## src/rtl/fdc_xfer_pkg.sv

```systemverilog
package fdc_xfer_pkg;
    typedef enum logic [2:0] {
        OP_NONE,
        OP_READ,
        OP_WRITE,
        OP_SEEK,
        OP_HOME
    } op_e;

    localparam logic [1:0] RSEL_CTL = 2'd0;
    localparam logic [1:0] RSEL_TRK = 2'd1;
    localparam logic [1:0] RSEL_SEC = 2'd2;
    localparam logic [1:0] RSEL_DAT = 2'd3;
endpackage

```

## src/rtl/fdc_op_decode.sv

```systemverilog
module fdc_op_decode
    import fdc_xfer_pkg::*;
(
    input  logic [7:0] opcode,
    output op_e        op
);
    always_comb begin
        case (opcode)
            8'h8C, 8'h9C: op = OP_READ;
            8'hAC:        op = OP_WRITE;
            8'h18, 8'h1B: op = OP_SEEK;
            8'h0B:        op = OP_HOME;
            default:      op = OP_NONE;   // 0xF0 and unknown bytes
        endcase
    end
endmodule

```

## src/rtl/fdc_lba_calc.sv

```systemverilog
module fdc_lba_calc #(
    parameter int ADDR_W     = 24,
    parameter int SECT_BYTES = 256
) (
    input  logic [7:0]        track,
    input  logic [7:0]        sector,
    input  logic [7:0]        spt,
    output logic [ADDR_W-1:0] base
);
    localparam int SHIFT = $clog2(SECT_BYTES);

    logic [ADDR_W-1:0] sect_idx;

    always_comb begin
        sect_idx = ADDR_W'(track) * ADDR_W'(spt) + ADDR_W'(sector) - ADDR_W'(1);
        base     = sect_idx << SHIFT;
    end
endmodule

```

## src/rtl/fdc_status_fmt.sv

```systemverilog
module fdc_status_fmt (
    input  logic       xfer,
    input  logic       hide_busy,
    input  logic       wprot,
    input  logic       media,
    output logic [7:0] status
);
    always_comb begin
        status    = 8'h00;
        status[0] = xfer & ~hide_busy;
        status[1] = xfer;
        status[6] = wprot;
        status[7] = ~media;
    end
endmodule

```

## src/rtl/fdc_xfer_regs.sv

```systemverilog
module fdc_xfer_regs
    import fdc_xfer_pkg::*;
#(
    parameter int ADDR_W     = 24,
    parameter int SECT_BYTES = 256
) (
    input  logic              clk,
    input  logic              rst_n,
    input  logic              cpu_sel,
    input  logic              cpu_we,
    input  logic [1:0]        cpu_addr,
    input  logic [7:0]        cpu_wdata,
    output logic [7:0]        cpu_rdata,
    input  logic              media_present,
    input  logic              write_protect,
    input  logic [7:0]        sec_per_trk,
    output logic              st_req,
    output logic              st_we,
    output logic [ADDR_W-1:0] st_addr,
    output logic [7:0]        st_wdata,
    input  logic              st_ack,
    input  logic [7:0]        st_rdata,
    output logic              st_commit
);
    localparam int           CW    = $clog2(SECT_BYTES) + 1;
    localparam logic [CW-1:0] CEND = CW'(SECT_BYTES);

    typedef struct packed {
        logic [7:0]        track;
        logic [7:0]        sector;
        logic [7:0]        wbyte;
        logic [7:0]        rbyte;
        logic [CW-1:0]     count;
        logic              xfer;
        logic              hide;
        logic              is_wr;
        logic [ADDR_W-1:0] base;
        logic              req;
        logic              req_we;
        logic [ADDR_W-1:0] req_addr;
        logic [7:0]        req_wdata;
        logic              req_last;
        logic              commit;
    } state_t;

    state_t q, d;

    op_e               op;
    logic [ADDR_W-1:0] base_calc;
    logic [7:0]        status;
    logic [CW-1:0]     count_nx;

    fdc_op_decode u_dec (.opcode(cpu_wdata), .op(op));

    fdc_lba_calc #(.ADDR_W(ADDR_W), .SECT_BYTES(SECT_BYTES)) u_lba (
        .track (q.track),
        .sector(q.sector),
        .spt   (sec_per_trk),
        .base  (base_calc)
    );

    fdc_status_fmt u_stat (
        .xfer     (q.xfer),
        .hide_busy(q.hide),
        .wprot    (write_protect),
        .media    (media_present),
        .status   (status)
    );

    assign count_nx = q.count + CW'(1);

    always_comb begin
        d        = q;
        d.commit = 1'b0;

        // storage completion
        if (q.req && st_ack) begin
            d.req = 1'b0;
            if (!q.req_we)
                d.rbyte = st_rdata;
            if (q.req_we && q.req_last)
                d.commit = 1'b1;
        end

        // processor access
        if (cpu_sel) begin
            case (cpu_addr)
                RSEL_CTL: begin
                    if (!cpu_we) begin
                        d.hide = 1'b0;
                    end else if (media_present) begin
                        case (op)
                            OP_READ: begin
                                d.xfer     = 1'b1;
                                d.hide     = 1'b1;
                                d.is_wr    = 1'b0;
                                d.count    = '0;
                                d.base     = base_calc;
                                d.req      = 1'b1;
                                d.req_we   = 1'b0;
                                d.req_addr = base_calc;
                                d.req_last = 1'b0;
                            end
                            OP_WRITE: begin
                                if (!write_protect) begin
                                    d.xfer  = 1'b1;
                                    d.hide  = 1'b1;
                                    d.is_wr = 1'b1;
                                    d.count = '0;
                                    d.base  = base_calc;
                                end
                            end
                            OP_SEEK: begin
                                d.track = q.wbyte;
                                d.xfer  = 1'b0;
                                d.count = CEND;
                            end
                            OP_HOME: begin
                                d.track = 8'h00;
                                d.xfer  = 1'b0;
                                d.count = CEND;
                            end
                            default: ;
                        endcase
                    end
                end
                RSEL_TRK: begin
                    if (cpu_we)
                        d.track = cpu_wdata;
                end
                RSEL_SEC: begin
                    if (cpu_we)
                        d.sector = (cpu_wdata == 8'h00) ? 8'h01 : cpu_wdata;
                end
                default: begin
                    if (cpu_we) begin
                        d.wbyte = cpu_wdata;
                        if (q.xfer && q.is_wr) begin
                            d.req       = 1'b1;
                            d.req_we    = 1'b1;
                            d.req_addr  = q.base + ADDR_W'(q.count);
                            d.req_wdata = cpu_wdata;
                            d.req_last  = (count_nx == CEND);
                            d.count     = count_nx;
                            if (count_nx == CEND)
                                d.xfer = 1'b0;
                        end
                    end else if (q.xfer && !q.is_wr) begin
                        d.count = count_nx;
                        if (count_nx == CEND) begin
                            d.xfer = 1'b0;
                        end else begin
                            d.req      = 1'b1;
                            d.req_we   = 1'b0;
                            d.req_addr = q.base + ADDR_W'(count_nx);
                            d.req_last = 1'b0;
                        end
                    end
                end
            endcase
        end
    end

    always_ff @(posedge clk) begin
        if (!rst_n) begin
            q        <= '0;
            q.sector <= 8'h01;
            q.count  <= CEND;
        end else begin
            q <= d;
        end
    end

    always_comb begin
        case (cpu_addr)
            RSEL_CTL: cpu_rdata = status;
            RSEL_TRK: cpu_rdata = q.track;
            RSEL_SEC: cpu_rdata = q.sector;
            default:  cpu_rdata = (q.xfer && !q.is_wr) ? q.rbyte : 8'h00;
        endcase
    end

    assign st_req    = q.req;
    assign st_we     = q.req_we;
    assign st_addr   = q.req_addr;
    assign st_wdata  = q.req_wdata;
    assign st_commit = q.commit;

    // plain views for the bound checker
    logic [7:0] trk_now;
    logic [7:0] sec_now;
    logic       xfer_now;
    assign trk_now  = q.track;
    assign sec_now  = q.sector;
    assign xfer_now = q.xfer;
endmodule

```

## config.mk

```make
export PLATFORM = sky130hd
export DESIGN_NAME = fdc_xfer_regs
export DESIGN_NICKNAME = d
export VERILOG_FILES = /design/src/rtl/fdc_xfer_pkg.sv /design/src/rtl/fdc_op_decode.sv /design/src/rtl/fdc_lba_calc.sv /design/src/rtl/fdc_status_fmt.sv /design/src/rtl/fdc_xfer_regs.sv
export SDC_FILE = /design/constraint.sdc
export NUM_CORES = 1
export LEC_CHECK = 0
export BUFFER_PORTS_ARGS = -buffer_cell sky130_fd_sc_hd__buf_4
export CORE_MARGIN = 3
export CORE_UTILIZATION = 46
export CTS_CLUSTER_SIZE = 25
export DETAILED_ROUTE_END_ITERATION = 10
export GPL_TIMING_DRIVEN = 0
export PLACE_DENSITY = 0.75
export SETUP_SLACK_MARGIN = 0.15
export SYNTH_ARGS = -nofsm -noshare
export SYNTH_HDL_FRONTEND = slang
export SYNTH_SLANG_ARGS = --single-unit
```

## constraint.sdc

```tcl
create_clock -name clk -period 5.9 [get_ports clk]
set_clock_uncertainty 0.1 [all_clocks]
set_input_delay 0.295 -clock clk [delete_from_list [all_inputs] [get_ports clk]]
set_output_delay 0.295 -clock clk [all_outputs]
set_load 0.02 [all_outputs]
```

==> impl_metrics.json <==
{
  "synth-compound-area-share_pct": 19.9,
  "slew_viol_final": 0,
  "required_ps": 6030,
  "relSlewSlack_pct": 33.0,
  "viasPerCell": 5.75,
  "ctsRootBufferMaster": "clkbuf_16",
  "arrival_ps": 5640,
  "r2r_end": "st_addr[23]$_SDFFE_PN0P_",
  "hold_viol": 0,
  "setup.worst_path.start_class": "flip-flop",
  "yosysUniqueCellTypes": 73,
  "wl_um": 22500,
  "synthTopCellsByArea": "dfxtp_1 (24%), fa_1 (12%), ha_1 (9.2%)",
  "max-vdd-ir-drop_uv": 138,
  "route.vias.total": 7592,
  "hold_path_class": "in -> reg",
  "synth_edf_count": 0,
  "ant_nets": 0,
  "die_area_sq_um": 19200,
  "clkSinkCount": 96,
  "fin_area_sq_um": 9180,
  "netlist_area_sq_um": 8070,
  "leakagePower_nw": 3.73,
  "synthMuxAreaShare_pct": 1.55,
  "crit_type": "reg -> reg",
  "die_w_um": 138,
  "min-delay-start": "st_rdata[2]",
  "grt_max_degree": 19,
  "hold_end": "q[74]$_SDFFE_PN0P_",
  "yosys_most_used_dff": "dfxtp_1",
  "worst-r2r-cell-count": 18,
  "syn_avg_cell_area_sq_um": 7.93,
  "path_clk_slew_ps": 70,
  "ys_ff_latch": 96,
  "grt_usage_pct": 22.9,
  "crit_fanout": 10,
  "syn_nets": 1156,
  "drive_gt1_share_pct": 14.4,
  "maxCapViolations": 0,
  "cts-htree-levels": 3,
  "first_pass_iters": 7,
  "fin_crit_sh_pct": 93.4,
  "finalSetupTns_ps": 0,
  "placed_cells": 1305,
  "grt_overflow_total": 0,
  "synth_fa_ha_area_share_pct": 20.8,
  "wl_per_cell_um": 17.0,
  "drtIter0Drc": 746,
  "fin_cells": 1321,
  "finalPower_mw": 1.77,
  "outcome": "finished clean",
  "setup_viol": 0,
  "yosysSeqAreaShare_pct": 23.8,
  "hold_depth": 3,
  "layout_min_cycle_time_ps": 5510,
  "synth_xor_area_share_pct": 2.28,
  "fmax_mhz": 181,
  "placement.cell_area_sq_um": 8860,
  "place_congestion": 0.996,
  "timing.rr.start": "trk_now[4]$_SDFFE_PN0P_",
  "insertedDiodeCount": 0,
  "synthCells": 1017,
  "cts_made_buffers": 9,
  "dp_hpwl_um": 17300,
  "power_density_nw_per_um2": 193,
  "grt_pass1_wl_um": 36100,
  "drc": 0,
  "yosys_warnings": 0,
  "crit_path_end_kind": "flip-flop",
  "floorplan.die.height_um": 138,
  "io_pins": 76,
  "r2r_slack_ps": 390,
  "yosysTopAreaCell": "dfxtp_1",
  "synth_top_family_by_area": "simple AND/OR/NAND/NOR gates",
  "yosysTopAreaCellShare_pct": 23.8,
  "cts_tree": "built",
  "antenna_found_initial": 0,
  "async_reset_ff_share_pct": 0,
  "clockBufferDepth": 2,
  "grt_pass1_vias": 7088,
  "tightest_slew_ps": 997,
  "rsz0062_at_grt": "false",
  "final_nets": 1235,
  "start_util_pct": 47.8,
  "coreArea_sq_um": 16900,
  "hold_buffers": 0,
  "port_buffers": 68,
  "synth_simple_gate_area_share_pct": 21.9,
  "fp-row-count": 47,
  "area_delta_synth_final_pct": 13.8,
  "clkLatencyLatePin_ps": 360
}
## cell usage in the layout, fill, tap and decap left out, drive strengths merged, types with 39 or more instances in the layout
| master | n |
|---|---|
| nor2 | 52 |
| o21ai | 47 |
| inv | 80 |
| and2 | 39 |
| ha | 59 |
| clkbuf | 56 |
| a21oi | 79 |
| nand2 | 169 |
| buf | 114 |
| dfxtp | 96 |
| fa | 47 |
## synthesized netlist by cell type, types with 3 or more instances
cell type  count
nand2_1      167
dfxtp_1       96
a21oi_1       78
inv_1         75
ha_1          59
nor2_1        52
clkbuf_1      50
fa_1          47
o21ai_0       47
and2_1        38
buf_4         36
nand3_1       30
a22oi_1       16
nor3_1        14
a211oi_1      13
a31oi_1       13
mux2i_1       11
xnor2_1       11
o31ai_1       10
xor2_1        10
a32oi_1        9
nand2b_1       8
o22ai_1        8
or3_1          8
and3_1         7
nand4_1        7
nand3b_1       6
nor2b_1        6
o211a_1        5
o211ai_1       5
or2_2          5
a2111oi_0      4
nor4_1         4
a211o_1        3
a21o_1         3
a31o_2         3
buf_1          3
o2111ai_1      3
## final cells by class
class / count / area (sq um)
Clock buffer: 9 / 225
Multi-Input combinational cell: 752 / 5370
Timing Repair Buffer: 68 / 510
Inverter: 76 / 285
Tap cell: 220 / 275
Fill cell: 1600 / 7700
Clock inverter: 7 / 83.8
Sequential cell: 96 / 1920
Buffer: 93 / 512
## worst max path at each step
| stage | startpoint | endpoint | cells after the start |
|---|---|---|---|
| final | trk_now[4]$_SDFFE_PN0P_ | st_addr[23]$_SDFFE_PN0P_ | 18 |
| after global routing | trk_now[3]$_SDFFE_PN0P_ | st_addr[23]$_SDFFE_PN0P_ | 18 |
| after CTS | trk_now[4]$_SDFFE_PN0P_ | st_addr[23]$_SDFFE_PN0P_ | 18 |
| after detailed placement | trk_now[2]$_SDFFE_PN0P_ | st_addr[23]$_SDFFE_PN0P_ | 18 |
| after global placement | trk_now[5]$_SDFFE_PN0P_ | st_addr[23]$_SDFFE_PN0P_ | 18 |
| after floorplan | trk_now[5]$_SDFFE_PN0P_ | st_addr[23]$_SDFFE_PN0P_ | 18 |
## per-layer routing
metal	vias to the layer above	global-route usage, %	part of all wire, %
li1	3643	-	-
met1	3577	31.8	45
met2	325	35.8	45
met3	47	4.45	7.9
met4	0	7.59	2.1
met5	-	0	0
## logic make-up (layout without fill, tap and decap cells)
logic type,Yosys count,after routing
fa+ha+maj,106,106
compound gates,244,244
flops,96,96
xor+xnor,21,21
simple gates,369,369
buf+inv,169,253
mux,12,12
## critical path, cell delays in order, from the launching register on
cell	delay, ps
dfxtp_1	310
clkbuf_2	270
nand2_1	130
fa_1	540
inv_1	50
fa_1	510
fa_1	450
fa_1	550
inv_1	60
fa_1	490
inv_1	40
ha_1	350
a2111oi_0	420
nor4b_1	90
o21ai_0	140
a31o_2	270
o21ai_0	120
xnor2_1	320
o211ai_1	150
## flip-flops by register name, summed over array words and instances (netlist names)
name	count
st_req	1
st_addr	24
q	44
xfer_now	1
st_we	1
st_commit	1
trk_now	8
sec_now	8
st_wdata	8
## where the power goes
group | switching [mW] | leakage (nW) | internal [mW] | total, mW
combinational | 0.299 | 2.81 | 0.196 | 0.495
sequential | 0.00337 | 0.775 | 0.653 | 0.657
clock | 0.283 | 0.149 | 0.337 | 0.620
total | 0.586 | 3.73 | 1.19 | 1.77
## stage by stage
stage / utilization [%] / hold slack [ps] / worst slack, ps
2_1_floorplan: - / 322 / 895
3_3_place_gp: 52.5 / 342 / 250
3_5_place_dp: 52.5 / 347 / 162
4_1_cts: 54.3 / 82.5 / 175
5_1_grt: 54.4 / 86.3 / 150
6_report: 54.4 / 83.9 / 390
## repair_timing
item	in CTS	in global routing
setup buffers	0	0
setup endpoints to repair	1	10
resized for setup	2	16
Note: power is estimated with default switching activity, not from simulation.
